**config.mk**
```make
export PLATFORM = sky130hd
export DESIGN_NAME = evc_bank
export DESIGN_NICKNAME = d
export VERILOG_FILES = /design/src/rtl/evc_pkg.sv /design/src/rtl/evc_evsel.sv /design/src/rtl/evc_counter.sv /design/src/rtl/evc_bank.sv
export SDC_FILE = /design/constraint.sdc
export NUM_CORES = 1
export LEC_CHECK = 0
export ABC_CLOCK_PERIOD_IN_PS = 7830
export BUFFER_PORTS_ARGS = -buffer_cell sky130_fd_sc_hd__buf_2
export CAP_MARGIN = 20
export CORE_MARGIN = 2
export CORE_UTILIZATION = 55
export DETAILED_ROUTE_END_ITERATION = 8
export GPL_ROUTABILITY_DRIVEN = 0
export GPL_TIMING_DRIVEN = 1
export PLACE_DENSITY = 0.8
export REMOVE_ABC_BUFFERS = 1
export SLEW_MARGIN = 10
export SYNTH_ARGS = -nofsm -noshare
export SYNTH_HDL_FRONTEND = slang
export SYNTH_SLANG_ARGS = --single-unit
export TNS_END_PERCENT = 30
```
**constraint.sdc**
```tcl
create_clock -name clk_i -period 7.83 [get_ports clk_i]
set_input_delay 0.3915 -clock clk_i [delete_from_list [all_inputs] [get_ports clk_i]]
set_output_delay 0.3915 -clock clk_i [all_outputs]
set_load 0.02 [all_outputs]
```
**src/rtl/evc_pkg.sv**
```systemverilog
package evc_pkg;
  localparam int N_EVT = 8;
  localparam int SEL_W = $clog2(N_EVT);

  typedef enum logic {
    MODE_OCC = 1'b0,
    MODE_DUR = 1'b1
  } cnt_mode_e;

  // control word of a programmable counter, packed LSB first: sel, mode, en, ie
  typedef struct packed {
    logic                 ie;
    logic                 en;
    cnt_mode_e            mode;
    logic [SEL_W-1:0]     sel;
  } pctl_t;

  localparam int PCTL_W = $bits(pctl_t);
endpackage

```
**src/rtl/evc_evsel.sv**
```systemverilog
module evc_evsel
  import evc_pkg::*;
(
  input  pctl_t            ctl_i,
  input  logic [N_EVT-1:0] evt_i,
  input  logic [N_EVT-1:0] evt_prev_i,
  output logic             step_o
);
  logic lvl, prv;

  always_comb begin
    lvl = evt_i[ctl_i.sel];
    prv = evt_prev_i[ctl_i.sel];
    if (!ctl_i.en)
      step_o = 1'b0;
    else if (ctl_i.mode == MODE_DUR)
      step_o = lvl;
    else
      step_o = lvl & ~prv;
  end
endmodule

```
**src/rtl/evc_counter.sv**
```systemverilog
module evc_counter #(
  parameter int W = 40
) (
  input  logic         clk_i,
  input  logic         rst_ni,
  input  logic         step_i,
  input  logic         ld_i,
  input  logic [W-1:0] ld_val_i,
  output logic [W-1:0] cnt_o,
  output logic         wrap_o
);
  logic [W-1:0] cnt_q, cnt_d;
  logic         cnt_ce;

  assign cnt_ce = ld_i | step_i;

  always_comb begin
    cnt_d  = cnt_q;
    wrap_o = 1'b0;
    if (ld_i) begin
      cnt_d = ld_val_i;
    end else if (step_i) begin
      cnt_d  = cnt_q + W'(1);
      wrap_o = &cnt_q;
    end
  end

  always_ff @(posedge clk_i or negedge rst_ni) begin
    if (!rst_ni)     cnt_q <= '0;
    else if (cnt_ce) cnt_q <= cnt_d;
  end

  assign cnt_o = cnt_q;
endmodule

```
**src/rtl/evc_bank.sv**
```systemverilog
module evc_bank
  import evc_pkg::*;
#(
  parameter int CNT_W  = 40,
  parameter int N_PROG = 2,
  parameter int N_FIX  = 3,
  parameter int ADDR_W = 4
) (
  input  logic                      clk_i,
  input  logic                      rst_ni,
  input  logic [N_EVT-1:0]          evt_i,
  input  logic [N_FIX-1:0]          fix_evt_i,
  input  logic                      wr_en_i,
  input  logic [ADDR_W-1:0]         wr_addr_i,
  input  logic [CNT_W-1:0]          wr_data_i,
  output logic [(N_PROG+N_FIX)*CNT_W-1:0] cnt_o,
  output logic [N_PROG+N_FIX-1:0]   ovf_o,
  output logic                      irq_o
);
  localparam int N_CNT   = N_PROG + N_FIX;
  localparam int A_PCTL0 = N_CNT;
  localparam int A_FCTL  = N_CNT + N_PROG;
  localparam int A_STAT  = A_FCTL + 1;

  // reset: asynchronous assertion, synchronous release
  logic rst_meta, rst_int;
  always_ff @(posedge clk_i or negedge rst_ni) begin
    if (!rst_ni) begin
      rst_meta <= 1'b0;
      rst_int  <= 1'b0;
    end else begin
      rst_meta <= 1'b1;
      rst_int  <= rst_meta;
    end
  end

  // previous event levels, shared by the edge detectors
  logic [N_EVT-1:0] evt_q;
  always_ff @(posedge clk_i or negedge rst_int) begin
    if (!rst_int) evt_q <= '0;
    else          evt_q <= evt_i;
  end

  // control registers
  pctl_t            pctl_q [N_PROG];
  pctl_t            pctl_d [N_PROG];
  logic [N_FIX-1:0] fen_q, fen_d, fie_q, fie_d;
  logic             fctl_ce;

  assign fctl_ce = wr_en_i && (wr_addr_i == ADDR_W'(A_FCTL));

  always_comb begin
    for (int k = 0; k < N_PROG; k++) begin
      pctl_d[k] = pctl_q[k];
      if (wr_en_i && (wr_addr_i == ADDR_W'(A_PCTL0 + k)))
        pctl_d[k] = pctl_t'(wr_data_i[PCTL_W-1:0]);
    end
    fen_d = fen_q;
    fie_d = fie_q;
    if (fctl_ce) {fie_d, fen_d} = wr_data_i[2*N_FIX-1:0];
  end

  always_ff @(posedge clk_i or negedge rst_int) begin
    if (!rst_int) begin
      for (int k = 0; k < N_PROG; k++) pctl_q[k] <= '0;
      fen_q <= '0;
      fie_q <= '0;
    end else begin
      for (int k = 0; k < N_PROG; k++) pctl_q[k] <= pctl_d[k];
      if (fctl_ce) begin
        fen_q <= fen_d;
        fie_q <= fie_d;
      end
    end
  end

  // counters
  logic [N_CNT-1:0] ld, wrap, ie_vec;

  for (genvar c = 0; c < N_CNT; c++) begin : g_ld
    assign ld[c] = wr_en_i && (wr_addr_i == ADDR_W'(c));
  end

  for (genvar g = 0; g < N_PROG; g++) begin : g_prog
    logic step;
    evc_evsel u_sel (
      .ctl_i      (pctl_q[g]),
      .evt_i      (evt_i),
      .evt_prev_i (evt_q),
      .step_o     (step)
    );
    evc_counter #(.W(CNT_W)) u_cnt (
      .clk_i    (clk_i),
      .rst_ni   (rst_int),
      .step_i   (step),
      .ld_i     (ld[g]),
      .ld_val_i (wr_data_i),
      .cnt_o    (cnt_o[g*CNT_W +: CNT_W]),
      .wrap_o   (wrap[g])
    );
    assign ie_vec[g] = pctl_q[g].ie;
  end

  for (genvar g = 0; g < N_FIX; g++) begin : g_fix
    logic step;
    assign step = fen_q[g] & fix_evt_i[g];
    evc_counter #(.W(CNT_W)) u_cnt (
      .clk_i    (clk_i),
      .rst_ni   (rst_int),
      .step_i   (step),
      .ld_i     (ld[N_PROG+g]),
      .ld_val_i (wr_data_i),
      .cnt_o    (cnt_o[(N_PROG+g)*CNT_W +: CNT_W]),
      .wrap_o   (wrap[N_PROG+g])
    );
    assign ie_vec[N_PROG+g] = fie_q[g];
  end

  // sticky overflow status, write-one-to-clear; a new wrap wins over a clear
  logic [N_CNT-1:0] ovf_q, ovf_d, clr;

  always_comb begin
    clr   = (wr_en_i && (wr_addr_i == ADDR_W'(A_STAT))) ? wr_data_i[N_CNT-1:0] : '0;
    ovf_d = (ovf_q & ~clr) | wrap;
  end

  always_ff @(posedge clk_i or negedge rst_int) begin
    if (!rst_int) ovf_q <= '0;
    else          ovf_q <= ovf_d;
  end

  assign ovf_o = ovf_q;
  assign irq_o = |(ovf_q & ie_vec);
endmodule

```
==> results.toml <==
[run_status]
status = "completed"

[cells_and_area]
fin_util_pct = 66.74
fin_nets = 1700
drive_gt1_share_pct = 21.86
syn2layout_area_growth_pct = 20.38
diodes = 0
final_area_sq_um = 14970

[yosys]
synth_area_leaders = "dfrtp_1, xnor2_1, a21oi_1, nor2_1, xor2_1"
ys_seq_area_share_pct = 46.88
ys_warn_count = 0
synth_edf_count = 0
ys_seq_elements = 233
avgSynthCellArea_sq_um = 8.941
syn_area_sq_um = 12440
syn_inst = 1391
synth_top_area_cell = "dfrtp_1"
synth_top_cell_area_share_pct = 46.88
ys.flop_type = "dfrtp_1"
ys_types = 46
synthArstFlopShare_pct = 100.0
yosysMostFrequentCell = "dfrtp_1"
ys_top_cells_by_count = "dfrtp_1, nor2_1, a21oi_1"

[pwr]
total_power_mw = 4.763
netSwitchingPower_mw = 1.852
power.density_nw_per_um2 = 318.1
pwr-share-comb_pct = 32.2
peakVddDrop_mv = 0.1781
leakagePower_nw = 6.227
p_sw_share_pct = 38.89
seqPwrFrac_pct = 40.6
internal_power_mw = 2.911
clkPwrFrac_pct = 27.2

[worst_setup_path]
r2r-start = "g_fix[1].u_cnt.cnt_o[2]"
critPathLaunchType = "flop"
cp_max_fo = 7
crit_required_ns = 8.21
reg2regPathDepth = 6
rr_endpoint = "g_fix[1].u_cnt.cnt_o[38]"
rrSetupSlack_ns = 5.14
crit_type = "reg2reg"
cp-end-kind = "flop"
arrival_ns = 3.07

[sta]
hold_viol_final = 0
worst_slew_pin_slew_ns = 0.9910
slew_violations = 0
setup_viol = 0
slew_headroom_pct = 33.43
finalSetupTns_ns = 0
fmax_mhz = 371.7
finClkSkew_ns = 0.02549
finalCritPeriodShare_pct = 34.36
rsz0062_at_grt = "no"
layout_min_cycle_time_ns = 2.690

[run]
drv_cap = 0

[route]
post_drt_wl_per_cell_um = 19.10
drtPass1Iterations = 5
ant_nets = 0
drc = 0
finalWirelength_um = 37080
viasPerCell = 5.800
via_count = 11260
drt_iter0_drc = 1026

[clock_tree]
cts_buffers = 25
postCtsHoldBufs = 7
path_clk_slew_ns = 0.06
cts_setup_buffers = 0
clock_sinks = 233
htreeDepth = 1
post_cts_resized = 0
insertion_delay_ns = 0.54
root_buffer = "clkbuf_16"
cts.path.max_buffers = 3
cts_tree = "done"

[grt]
grt_max_degree = 82
antenna_found_initial = 0
grt_usage_pct = 30.85
grt_pass1_vias = 10750
grt_overflow = 0
grt_pass1_wl_um = 58120

[floorplan]
die_h_um = 154.4
num_rows = 55
die_area_sq_um = 23830
core_area_sq_um = 22430
die_w_um = 154.4
initial_core_util_pct = 55.44
ios = 264

[placed_design]
hpwl_um = 26390
io_buffers = 263
placed_area_sq_um = 13980

[worst_hold_path]
hold_end = "evt_q[4]"
holdPathStages = 1
hold_path_startpoint = "evt_i[4]"
min_path_type = "in2reg"
==> critical path, stage by stage (launching register included) <==
cell and delay (ns):
dfrtp_1 0.41, nand3_1 0.26, nor4_1 0.59, nand4_1 0.57
nor3_1 0.43, xnor2_1 0.17, a21oi_1 0.10
==> sequential cells by signal (all words and copies together) (netlist names) <==
register,flops
rst_int,1
fen_q,3
rst_meta,1
fie_q,3
ie_vec,2
evt_q,8
pctl_q,10
ovf_o,5
g_prog.u_cnt.cnt_o,80
g_fix.u_cnt.cnt_o,120
==> per-layer routing <==
metal,share of wire [%],track usage (%)
met3,9.8,7.117
met4,3.3,10.32
met1,41,41.90
met2,46,49.39
met5,0,0
==> worst max-delay path by stage <==
stage	cells past startpoint	slack (ns)	start	to
floorplan	0	0.86	rst_int	evt_q[0]
finish	6	5.14	g_fix[1].u_cnt.cnt_o[2]	g_fix[1].u_cnt.cnt_o[38]
global placement	7	5.24	pctl_q[1]	g_prog[1].u_cnt.cnt_o[38]
detailed placement	6	5.16	g_fix[1].u_cnt.cnt_o[9]	g_fix[1].u_cnt.cnt_o[38]
global route	6	4.79	g_fix[1].u_cnt.cnt_o[9]	g_fix[1].u_cnt.cnt_o[38]
CTS	6	5.15	g_fix[1].u_cnt.cnt_o[9]	g_fix[1].u_cnt.cnt_o[38]
==> cell families (layout without fill, tap and decap cells) <==
family	after synthesis	count (layout)	share of synthesized area (%)
DFF	233	233	46.88
AOI/OAI and AO/OA	216	216	9.115
buffers and inverters	95	360	2.897
muxes	39	39	3.873
adders and majority gates	5	5	0.5030
and+or+nand+nor	611	611	23.25
other	1	1	0.03015
xor gates and xnor gates	191	191	13.45
==> through the flow <==
stage,worst slack (ns),std cells,hold slack (ns)
after floorplan,0.8561,1324,0.09591
after global placement,5.242,1885,0.1777
after detailed placement,5.156,1886,0.1792
after CTS,5.151,1939,0.002275
after global routing,4.794,1941,0.005372
final,5.140,1941,0.02062
==> power groups by stage <==
stage / sequential, mW / combinational (mW) / clock [mW]
after floorplan: 2.26 / 0.612 / 0
after global placement: 1.92 / 1.50 / 0
after detailed placement: 1.94 / 1.52 / 0
after CTS: 1.93 / 1.54 / 1.31
after global routing: 1.99 / 1.65 / 1.35
final: 1.93 / 1.54 / 1.29
==> area by class of cell <==
cell class / instances / area (sq um)
repair buffers: 286 / 1516
clock buffers: 33 / 685.7
multi-input cells: 1063 / 6261
well taps: 285 / 356.6
clock inverters: 13 / 212.7
fillers: 1748 / 7462
flip-flops and latches: 233 / 5834
inverters: 28 / 105.1
==> layout by cell type (no fill, tap or decap), types with 7 or more instances in the layout <==
| master | instances |
|---|---|
| buf_2 | 263 |
| dfrtp_1 | 232 |
| nor2_1 | 209 |
| a21oi_1 | 162 |
| nand2_1 | 127 |
| xnor2_1 | 122 |
| nand3_1 | 75 |
| xor2_1 | 69 |
| nor3_1 | 51 |
| nor4_1 | 37 |
| nand4_1 | 36 |
| o21ai_0 | 35 |
| and3_1 | 29 |
| inv_1 | 28 |
| clkbuf_16 | 25 |
| mux2_2 | 23 |
| buf_4 | 14 |
| and4_1 | 12 |
| mux2i_1 | 11 |
| dlygate4sd3_1 | 7 |
(Power assumes the default switching activity.)
